[config.mk]
export PLATFORM = sky130hd
export DESIGN_NAME = rxf_burst_slave
export DESIGN_NICKNAME = d
export VERILOG_FILES = /design/src/rtl/rxf_burst_pkg.sv /design/src/rtl/rxf_sync.sv /design/src/rtl/rxf_cycle_det.sv /design/src/rtl/rxf_read_ctrl.sv /design/src/rtl/rxf_burst_slave.sv
export SDC_FILE = /design/constraint.sdc
export NUM_CORES = 1
export LEC_CHECK = 0
export BUFFER_PORTS_ARGS = -buffer_cell sky130_fd_sc_hd__buf_2
export CAP_MARGIN = 30
export CELL_PAD_IN_SITES_DETAIL_PLACEMENT = 0
export CELL_PAD_IN_SITES_GLOBAL_PLACEMENT = 2
export CORE_MARGIN = 2
export CORE_UTILIZATION = 30
export CTS_CLUSTER_SIZE = 25
export DETAILED_ROUTE_END_ITERATION = 6
export PLACE_DENSITY = 0.92
export SLEW_MARGIN = 15
export SYNTH_ARGS = -nofsm -noshare
export SYNTH_HDL_FRONTEND = slang
export SYNTH_HIERARCHICAL = 1
export SYNTH_SLANG_ARGS = --single-unit
[constraint.sdc]
create_clock -name clk_i -period 3 [get_ports clk_i]
set_input_delay 0.15 -clock clk_i [delete_from_list [all_inputs] [get_ports clk_i]]
set_output_delay 0.15 -clock clk_i [all_outputs]
set_load 0.02 [all_outputs]
[src/rtl/rxf_burst_pkg.sv]
package rxf_burst_pkg;
  localparam int unsigned WORD_W = 32;
  localparam int unsigned HALF_W = WORD_W / 2;
  typedef logic [WORD_W-1:0] word_t;
  typedef logic [HALF_W-1:0] half_t;

  // select the half that goes out on a 16-bit bus
  function automatic word_t narrow(input word_t w, input logic upper);
    return {{HALF_W{1'b0}}, (upper ? w[WORD_W-1:HALF_W] : w[HALF_W-1:0])};
  endfunction
endpackage

[src/rtl/rxf_sync.sv]
module rxf_sync #(
  parameter int unsigned WIDTH  = 3,
  parameter int unsigned STAGES = 2,
  parameter logic [WIDTH-1:0] RST_VAL = '0
) (
  input  logic             clk_i,
  input  logic             rst_ni,
  input  logic [WIDTH-1:0] d_i,
  output logic [WIDTH-1:0] q_o
);
  logic [WIDTH-1:0] stage_q [STAGES];

  for (genvar s = 0; s < STAGES; s++) begin : g_stage
    if (s == 0) begin : g_first
      always_ff @(posedge clk_i or negedge rst_ni)
        if (!rst_ni) stage_q[s] <= RST_VAL;
        else         stage_q[s] <= d_i;
    end else begin : g_next
      always_ff @(posedge clk_i or negedge rst_ni)
        if (!rst_ni) stage_q[s] <= RST_VAL;
        else         stage_q[s] <= stage_q[s-1];
    end
  end

  assign q_o = stage_q[STAGES-1];
endmodule

[src/rtl/rxf_cycle_det.sv]
module rxf_cycle_det (
  input  logic clk_i,
  input  logic rst_ni,
  input  logic cs_s_ni,
  input  logic rd_s_ni,
  input  logic fsel_s_i,
  output logic act_o,
  output logic start_o,
  output logic end_o
);
  logic act_s, act_q;

  assign act_s = ~cs_s_ni & ~rd_s_ni & fsel_s_i;

  always_ff @(posedge clk_i or negedge rst_ni)
    if (!rst_ni) act_q <= 1'b0;
    else         act_q <= act_s;

  assign act_o   = act_q;
  assign start_o = act_s & ~act_q;
  assign end_o   = ~act_s & act_q;


  edge_excl_chk: assert property (@(posedge clk_i) disable iff (!rst_ni)
    start_o |=> !start_o);

  start_needs_strobes_chk: assert property (@(posedge clk_i) disable iff (!rst_ni)
    start_o |-> (!cs_s_ni && !rd_s_ni && fsel_s_i));
endmodule

[src/rtl/rxf_read_ctrl.sv]
module rxf_read_ctrl
  import rxf_burst_pkg::*;
#(
  parameter word_t FILL_WORD = 32'hBAD0_F11D
) (
  input  logic  clk_i,
  input  logic  rst_ni,
  input  logic  act_i,
  input  logic  start_i,
  input  logic  end_i,
  input  logic  bus16_i,
  input  logic  underrun_clr_i,
  input  word_t fifo_data_i,
  input  logic  fifo_empty_i,
  output word_t data_o,
  output logic  pop_o,
  output logic  underrun_o
);
  word_t data_q;
  logic  half_q, cyc_empty_q, pop_q, underrun_q;
  logic  last_part;

  // a word is consumed on 32-bit cycles, or after its upper half in 16-bit
  assign last_part = ~bus16_i | half_q;

  always_ff @(posedge clk_i or negedge rst_ni) begin
    if (!rst_ni) begin
      data_q      <= '0;
      half_q      <= 1'b0;
      cyc_empty_q <= 1'b0;
      pop_q       <= 1'b0;
      underrun_q  <= 1'b0;
    end else begin
      pop_q <= 1'b0;
      if (start_i) begin
        cyc_empty_q <= fifo_empty_i;
        if (fifo_empty_i) data_q <= bus16_i ? narrow(FILL_WORD, 1'b0) : FILL_WORD;
        else              data_q <= bus16_i ? narrow(fifo_data_i, half_q) : fifo_data_i;
      end
      if (end_i && !cyc_empty_q) begin
        pop_q  <= last_part;
        half_q <= bus16_i & ~half_q;
      end else if (!bus16_i) begin
        half_q <= 1'b0;
      end
      underrun_q <= (underrun_q & ~underrun_clr_i) | (start_i & fifo_empty_i);
    end
  end

  assign data_o     = data_q;
  assign pop_o      = pop_q;
  assign underrun_o = underrun_q;


  pop_one_shot_chk: assert property (@(posedge clk_i) disable iff (!rst_ni)
    pop_q |=> !pop_q);

  pop_after_end_chk: assert property (@(posedge clk_i) disable iff (!rst_ni)
    pop_q |-> $past(end_i));

  no_pop_empty_chk: assert property (@(posedge clk_i) disable iff (!rst_ni)
    pop_q |-> $past(!cyc_empty_q));

  data_hold_chk: assert property (@(posedge clk_i) disable iff (!rst_ni)
    (act_i && $past(act_i)) |-> $stable(data_q));

  half_wrap_chk: assert property (@(posedge clk_i) disable iff (!rst_ni)
    (pop_q && bus16_i && $past(bus16_i)) |-> !half_q);

  underrun_sticky_chk: assert property (@(posedge clk_i) disable iff (!rst_ni)
    (underrun_q && !underrun_clr_i) |=> underrun_q);
endmodule

[src/rtl/rxf_burst_slave.sv]
module rxf_burst_slave
  import rxf_burst_pkg::*;
#(
  parameter int unsigned SYNC_STAGES = 2,
  parameter word_t       FILL_WORD   = 32'hBAD0_F11D
) (
  input  logic              clk_i,
  input  logic              rst_ni,
  input  logic              cs_ni,
  input  logic              rd_ni,
  input  logic              fsel_i,
  input  logic              bus16_i,
  input  logic              underrun_clr_i,
  input  logic [WORD_W-1:0] fifo_data_i,
  input  logic              fifo_empty_i,
  output logic              fifo_pop_o,
  output logic [WORD_W-1:0] data_o,
  output logic              data_lo_oe_o,
  output logic              data_hi_oe_o,
  output logic              underrun_o
);
  logic [2:0] pins_s;
  logic       act, start_p, end_p, pin_act;

  rxf_sync #(.WIDTH(3), .STAGES(SYNC_STAGES), .RST_VAL(3'b110)) u_sync (
    .clk_i (clk_i),
    .rst_ni(rst_ni),
    .d_i   ({cs_ni, rd_ni, fsel_i}),
    .q_o   (pins_s)
  );

  rxf_cycle_det u_det (
    .clk_i   (clk_i),
    .rst_ni  (rst_ni),
    .cs_s_ni (pins_s[2]),
    .rd_s_ni (pins_s[1]),
    .fsel_s_i(pins_s[0]),
    .act_o   (act),
    .start_o (start_p),
    .end_o   (end_p)
  );

  rxf_read_ctrl #(.FILL_WORD(FILL_WORD)) u_ctrl (
    .clk_i         (clk_i),
    .rst_ni        (rst_ni),
    .act_i         (act),
    .start_i       (start_p),
    .end_i         (end_p),
    .bus16_i       (bus16_i),
    .underrun_clr_i(underrun_clr_i),
    .fifo_data_i   (fifo_data_i),
    .fifo_empty_i  (fifo_empty_i),
    .data_o        (data_o),
    .pop_o         (fifo_pop_o),
    .underrun_o    (underrun_o)
  );

  // raw pin term turns the driver off without waiting for the synchroniser
  assign pin_act      = ~cs_ni & ~rd_ni & fsel_i;
  assign data_lo_oe_o = act & pin_act;
  assign data_hi_oe_o = act & pin_act & ~bus16_i;


  no_oe_unselected_chk: assert property (@(posedge clk_i) disable iff (!rst_ni)
    !fsel_i |-> !data_lo_oe_o);

  hi_oe_off16_chk: assert property (@(posedge clk_i) disable iff (!rst_ni)
    data_hi_oe_o |-> data_lo_oe_o);
endmodule

; ---- Yosys cells after proc, flatten, opt, wreduce, memory -nomap -nowiden
; Index checks and enable logic that the tools add are counted.
[op_classes]
n_addsub = 0
mul = 0
div = 0
order_cmp = 0
eq_ne = 1
shifts = 0
muxes = 7
n_bitwise = 22
reduce_logical = 2
[ops]
columns = op, n
row1 = $mux W32, 3
row2 = $mux W16, 1
row3 = $and A1 B1 Y1, 11
row4 = $not A1 Y1, 9
row5 = $mux W1, 3
row6 = $ne A2 B1 Y1 const B, 1
row7 = $or A1 B1 Y1, 2
row8 = $logic_and A1 B1 Y1, 1
row9 = $logic_not A1 Y1, 1
[word_totals]
regBits = 43
latch_bits = 0
ram_bits = 0
mem_bits_ro = 0
in_bits = 40
output_inout_bits = 36
word_cells = 40
memories = 0

; ---- Depth between registers and ports, before layout
[depth]
depth_word = 7
mapped_depth = 7
ltp_nobuf = 5

; ---- Cells and area by module
; The synthesis kept the hierarchy.
[modules_own_cells]
columns = mod, n_inst, cells_per_inst, area_each_um2, seq_area_each_um2
row1 = rxf_read_ctrl, 1, 156, 1606.5, 900.9
row2 = rxf_sync, 1, 9, 177.7, 155.1
row3 = rxf_cycle_det, 1, 4, 58.8, 25.0
row4 = rxf_burst_slave, 1, 3, 21.3, 0.0

; ---- Worst setup path after synthesis
; OpenSTA, ideal clock, no wires.
[synth_timing]
path_type = flip-flop to flip-flop
startpoint = register u_sync.stage_q, in the netlist u_sync/q_o[1]
endpoint = register u_ctrl.data_q[22] (netlist: u_ctrl/data_o[22])
setup_ns = 0.125
arrival_time_ns = 1.486
required_ns = 2.875
setup_slack_ns = 1.389
path_stages_with_launch = 7
path_buffers = 3
synth_period_minus_slack_ns = 1.611
path_cell_list = dfstp_2 -> buf_4 -> nor3b_4 -> and2b_2 -> buf_2 -> buf_2 -> mux2_2
[synth_between]
elab_chain_cells = 4
[synth_lines]
columns = item, line
row1 = from (decl), rxf_sync.sv:11  ; logic [WIDTH-1:0] stage_q [STAGES];
row2 = "from (signal, indexed assignment)", rxf_sync.sv:21  ; else stage_q[s] <= stage_q[s-1];
row3 = $not A1 Y1, rxf_cycle_det.sv:13  ; assign act_s = ~cs_s_ni & ~rd_s_ni & fsel_s_i;
row4 = $and A1 B1 Y1 (2 in a row), rxf_cycle_det.sv:13
row5 = named net u_det.act_s, rxf_cycle_det.sv:11  ; logic act_s, act_q;
row6 = $and A1 B1 Y1, rxf_cycle_det.sv:20  ; assign start_o = act_s & ~act_q;
row7 = named net start_p, rxf_burst_slave.sv:23  ; logic act, start_p, end_p, pin_act;
row8 = to (signal assigned), rxf_read_ctrl.sv:37  ; if (fifo_empty_i) data_q <= bus16_i ? narrow(FILL_WORD, 1'b0) : FILL_WORD;
row9 = to (signal assigned), rxf_read_ctrl.sv:38  ; else data_q <= bus16_i ? narrow(fifo_data_i, half_q) : fifo_data_i;
row10 = to (decl), rxf_read_ctrl.sv:19  ; word_t data_q;
; The timed path passes the listed nets, and every way through them passes these cells.
; A chain may end at the register's enable or synchronous reset.

; ---- Worst setup path after layout
[layout_timing]
startpoint = register u_sync.stage_q, in the netlist u_sync/q_o[1]
endpoint = register u_ctrl.data_q[8] (netlist: u_ctrl/data_o[8])
; The elaborated chain is that of the path after synthesis.

==> out/results.txt <==
Netlist cell types = 25
Leakage power = 1.30 nW
Final Wtd Congestion = 0.730
WP depth = 4
Setup Skew = 0.00443 ns
HPWL after detailed placement = 2960 um
Remaining global-route overflow = 0
Most common cell in the netlist = dfrtp_1
Top cell type's share of synthesized area = 52.3%
CTS buffer count = 5
Max_cap viols = 0
Via density = 4.48
Slew HR = 50.1%
R2R Path Start = u_sync/q_o[1]
First-pass GRT wire length = 6870 um
Fmax achieved = 509 MHz
Final hold vios = 0
Status = finished, final reports clean
Wire per inst = 13.2 um
Cell Area, Synth = 1860 um2
FF+latch count, synth = 43
WS Path Type = flop to flop
Mapped Cells = 172
Die Area = 6860 um2
Num rows = 28
Cell Pwr Density = 631 nW/um2
Worst hold path depth = 2
Ys flop type = dfrtp_1
Worst-case clock buffer depth = 2
RSZ-0062 raised after global routing = false
Vias in the first global route = 1394
Cell family with most CP delay = simple AND/OR/NAND/NOR gates
Ports = 76
Fraction of registers with async set/reset = 100%
Core area = 5960 um2
Share of layout cells above drive strength 1 = 40.1%
WP buf/inv = 0
Crit path max fanout = 44
VDD IR-drop max = 0.241 mV
TNS Setup = 0 ns
Root buf cell = clkbuf_8
Clk sink count = 43
Filler instances = 596
# H-tree levels = 2
Die Width = 82.8 um
YS warnings = 6
Setup crit end kind = flop
Top post-synthesis cells by count = dfrtp_1 (39), nor2_1 (26), inv_1 (18)
Worst r2r dst = u_ctrl/data_o[8]
Final WL = 4260 um
Die Y = 82.8 um
Residual DRC count = 0
Postcts setup bufs = 0
Post-detailed-route count of antenna-violating nets = 0
Overall via count from detail_route = 1442
Arrival @ worst endpoint = 2.13 ns
Post-synth EDFFs = 0
Nets = 286
Tot GR Track Use = 12.5%
Clk Latency, worst-skew pair = 0.29 ns
Largest net degree at the start of global routing = 45
End of the worst hold path = u_ctrl/underrun_o
Worst Hold Launch = underrun_clr_i
Final slew viol count = 0
Drt first pass iters = 4
Post-synthesis sequential area ratio = 58.0%
Number of antenna diodes = 0
Initial DRC count = 31
Slew of the pin with the lowest slew margin = 0.749 ns
Critical path, cell by cell = nor3b_4 > and2b_2 > and2b_1 > a21oi_1
Slowest Stage Delay on Critical Path = 0.67 ns
Initial antenna violation count = 0
Worst Hold Class = input pin to flop
P&R area growth vs syn = 31.3%
Post-Syn Area per Cell = 10.8 um2
Mapped Nets = 212
Util after Layout = 41.1%
Post-Place Cells = 309
R2R Setup Slk = 1.04 ns
Final worst path period need = 1.96 ns
Req. time, crit path = 3.16 ns
CP Launch Type = flop
Post-route insts no fill = 322
Final setup fails = 0
Area contributors post-synth = dfrtp_1 (52%), mux2i_1 (8.6%), dfstp_2 (5.6%)
Input/output buffers = 75
Final Power = 1.54 mW
Reg2Reg Depth = 4
Critical-path top delay cell = and2b_2
Largest area contributor in the netlist = dfrtp_1
Worst-path clk slew = 0.08 ns
Initial core utilization = 31.3%
CTS tree = built
Period utilization = 65.5%
worst max path at each step:
stage                  start           endpoint  slack (ns)
4_1_cts        u_sync/q_o[1]   u_ctrl/data_o[3]        1.03
3_5_place_dp   u_sync/q_o[1]  u_ctrl/data_o[12]        1.06
6_report       u_sync/q_o[1]   u_ctrl/data_o[8]        1.04
2_1_floorplan  u_sync/q_o[1]  u_ctrl/data_o[22]        1.39
3_3_place_gp   u_sync/q_o[1]  u_ctrl/data_o[12]        1.13
5_1_grt        u_sync/q_o[1]   u_ctrl/data_o[2]        0.86
area by class of cell:
| type | count | area [um2] | area share, % |
|---|---|---|---|
| Sequential cell | 43 | 1080 | 44.2 |
| Multi-Input combinational cell | 98 | 637 | 26.0 |
| Timing Repair Buffer | 80 | 435 | 17.8 |
| Tap cell | 75 | 93.8 | 3.83 |
| Clock buffer | 6 | 72.6 | 2.97 |
| Inverter | 18 | 67.6 | 2.76 |
| Clock inverter | 2 | 60.1 | 2.45 |
power by group:
| part | total (mW) | leakage [nW] | switching (mW) | internal, mW |
|---|---|---|---|---|
| sequential | 0.696 | 0.519 | 0.0387 | 0.658 |
| combinational | 0.319 | 0.711 | 0.195 | 0.125 |
| clock | 0.528 | 0.0654 | 0.195 | 0.333 |
per-stage QoR:
step | area [um2] | hold slack, ns | worst slack [ns]
floorplan | 1860 | -0.146 | 1.39
global route | 2450 | 0.0186 | 0.862
CTS | 2420 | 0.0218 | 1.03
finish | 2450 | 0.0282 | 1.04
global placement | 2250 | 0.275 | 1.13
detailed placement | 2250 | 0.276 | 1.06
state kept, by name (all words and copies together), names as in the netlist:
register,flops
u_ctrl/data_o,32
u_sync/q_o,3
u_sync/stage_q,3
u_ctrl/cyc_empty_q,1
u_ctrl/half_q,1
u_ctrl/pop_o,1
u_ctrl/underrun_o,1
u_det/act_o,1
placed cells by master, fill, tap and decap left out, types with 4 or more instances in the layout:
cell           count
mux2i_1           16
nor2_1            26
inv_1             18
a21oi_1           10
clkbuf_8           5
o22ai_1            7
dfstp_2            4
o21ai_0           10
dlygate4sd3_1      4
mux2_2             8
nand3_1            8
buf_2             75
dfrtp_1           39
routing by layer:
| metal | routed length, um | global-route usage (%) | vias up |
|---|---|---|---|
| met1 | 1970 | 16.5 | 672 |
| met4 | 47 | 3.58 | 0 |
| met3 | 318 | 4.57 | 7 |
| met2 | 1930 | 19.4 | 56 |
| li1 | - | - | 707 |
| met5 | 0 | 0 | - |
cells by family (layout without fill, tap and decap cells):
family	after synthesis	after routing	synth area share (%)
multiplexers	24	24	13.4
flip-flops	43	43	58.0
buffers and inverters	31	106	7.85
AO/OA/AOI/OAI	27	27	7.72
AND/OR/NAND/NOR	46	46	12.6
XOR/XNOR	1	1	0.470
what timing repair did:
action                                 4_1_cts  5_1_grt
hold buffers                                 3        1
gates resized for setup                      0        0
endpoints found under the hold margin        3       11
No activity file was read; power rests on OpenSTA's default activity.
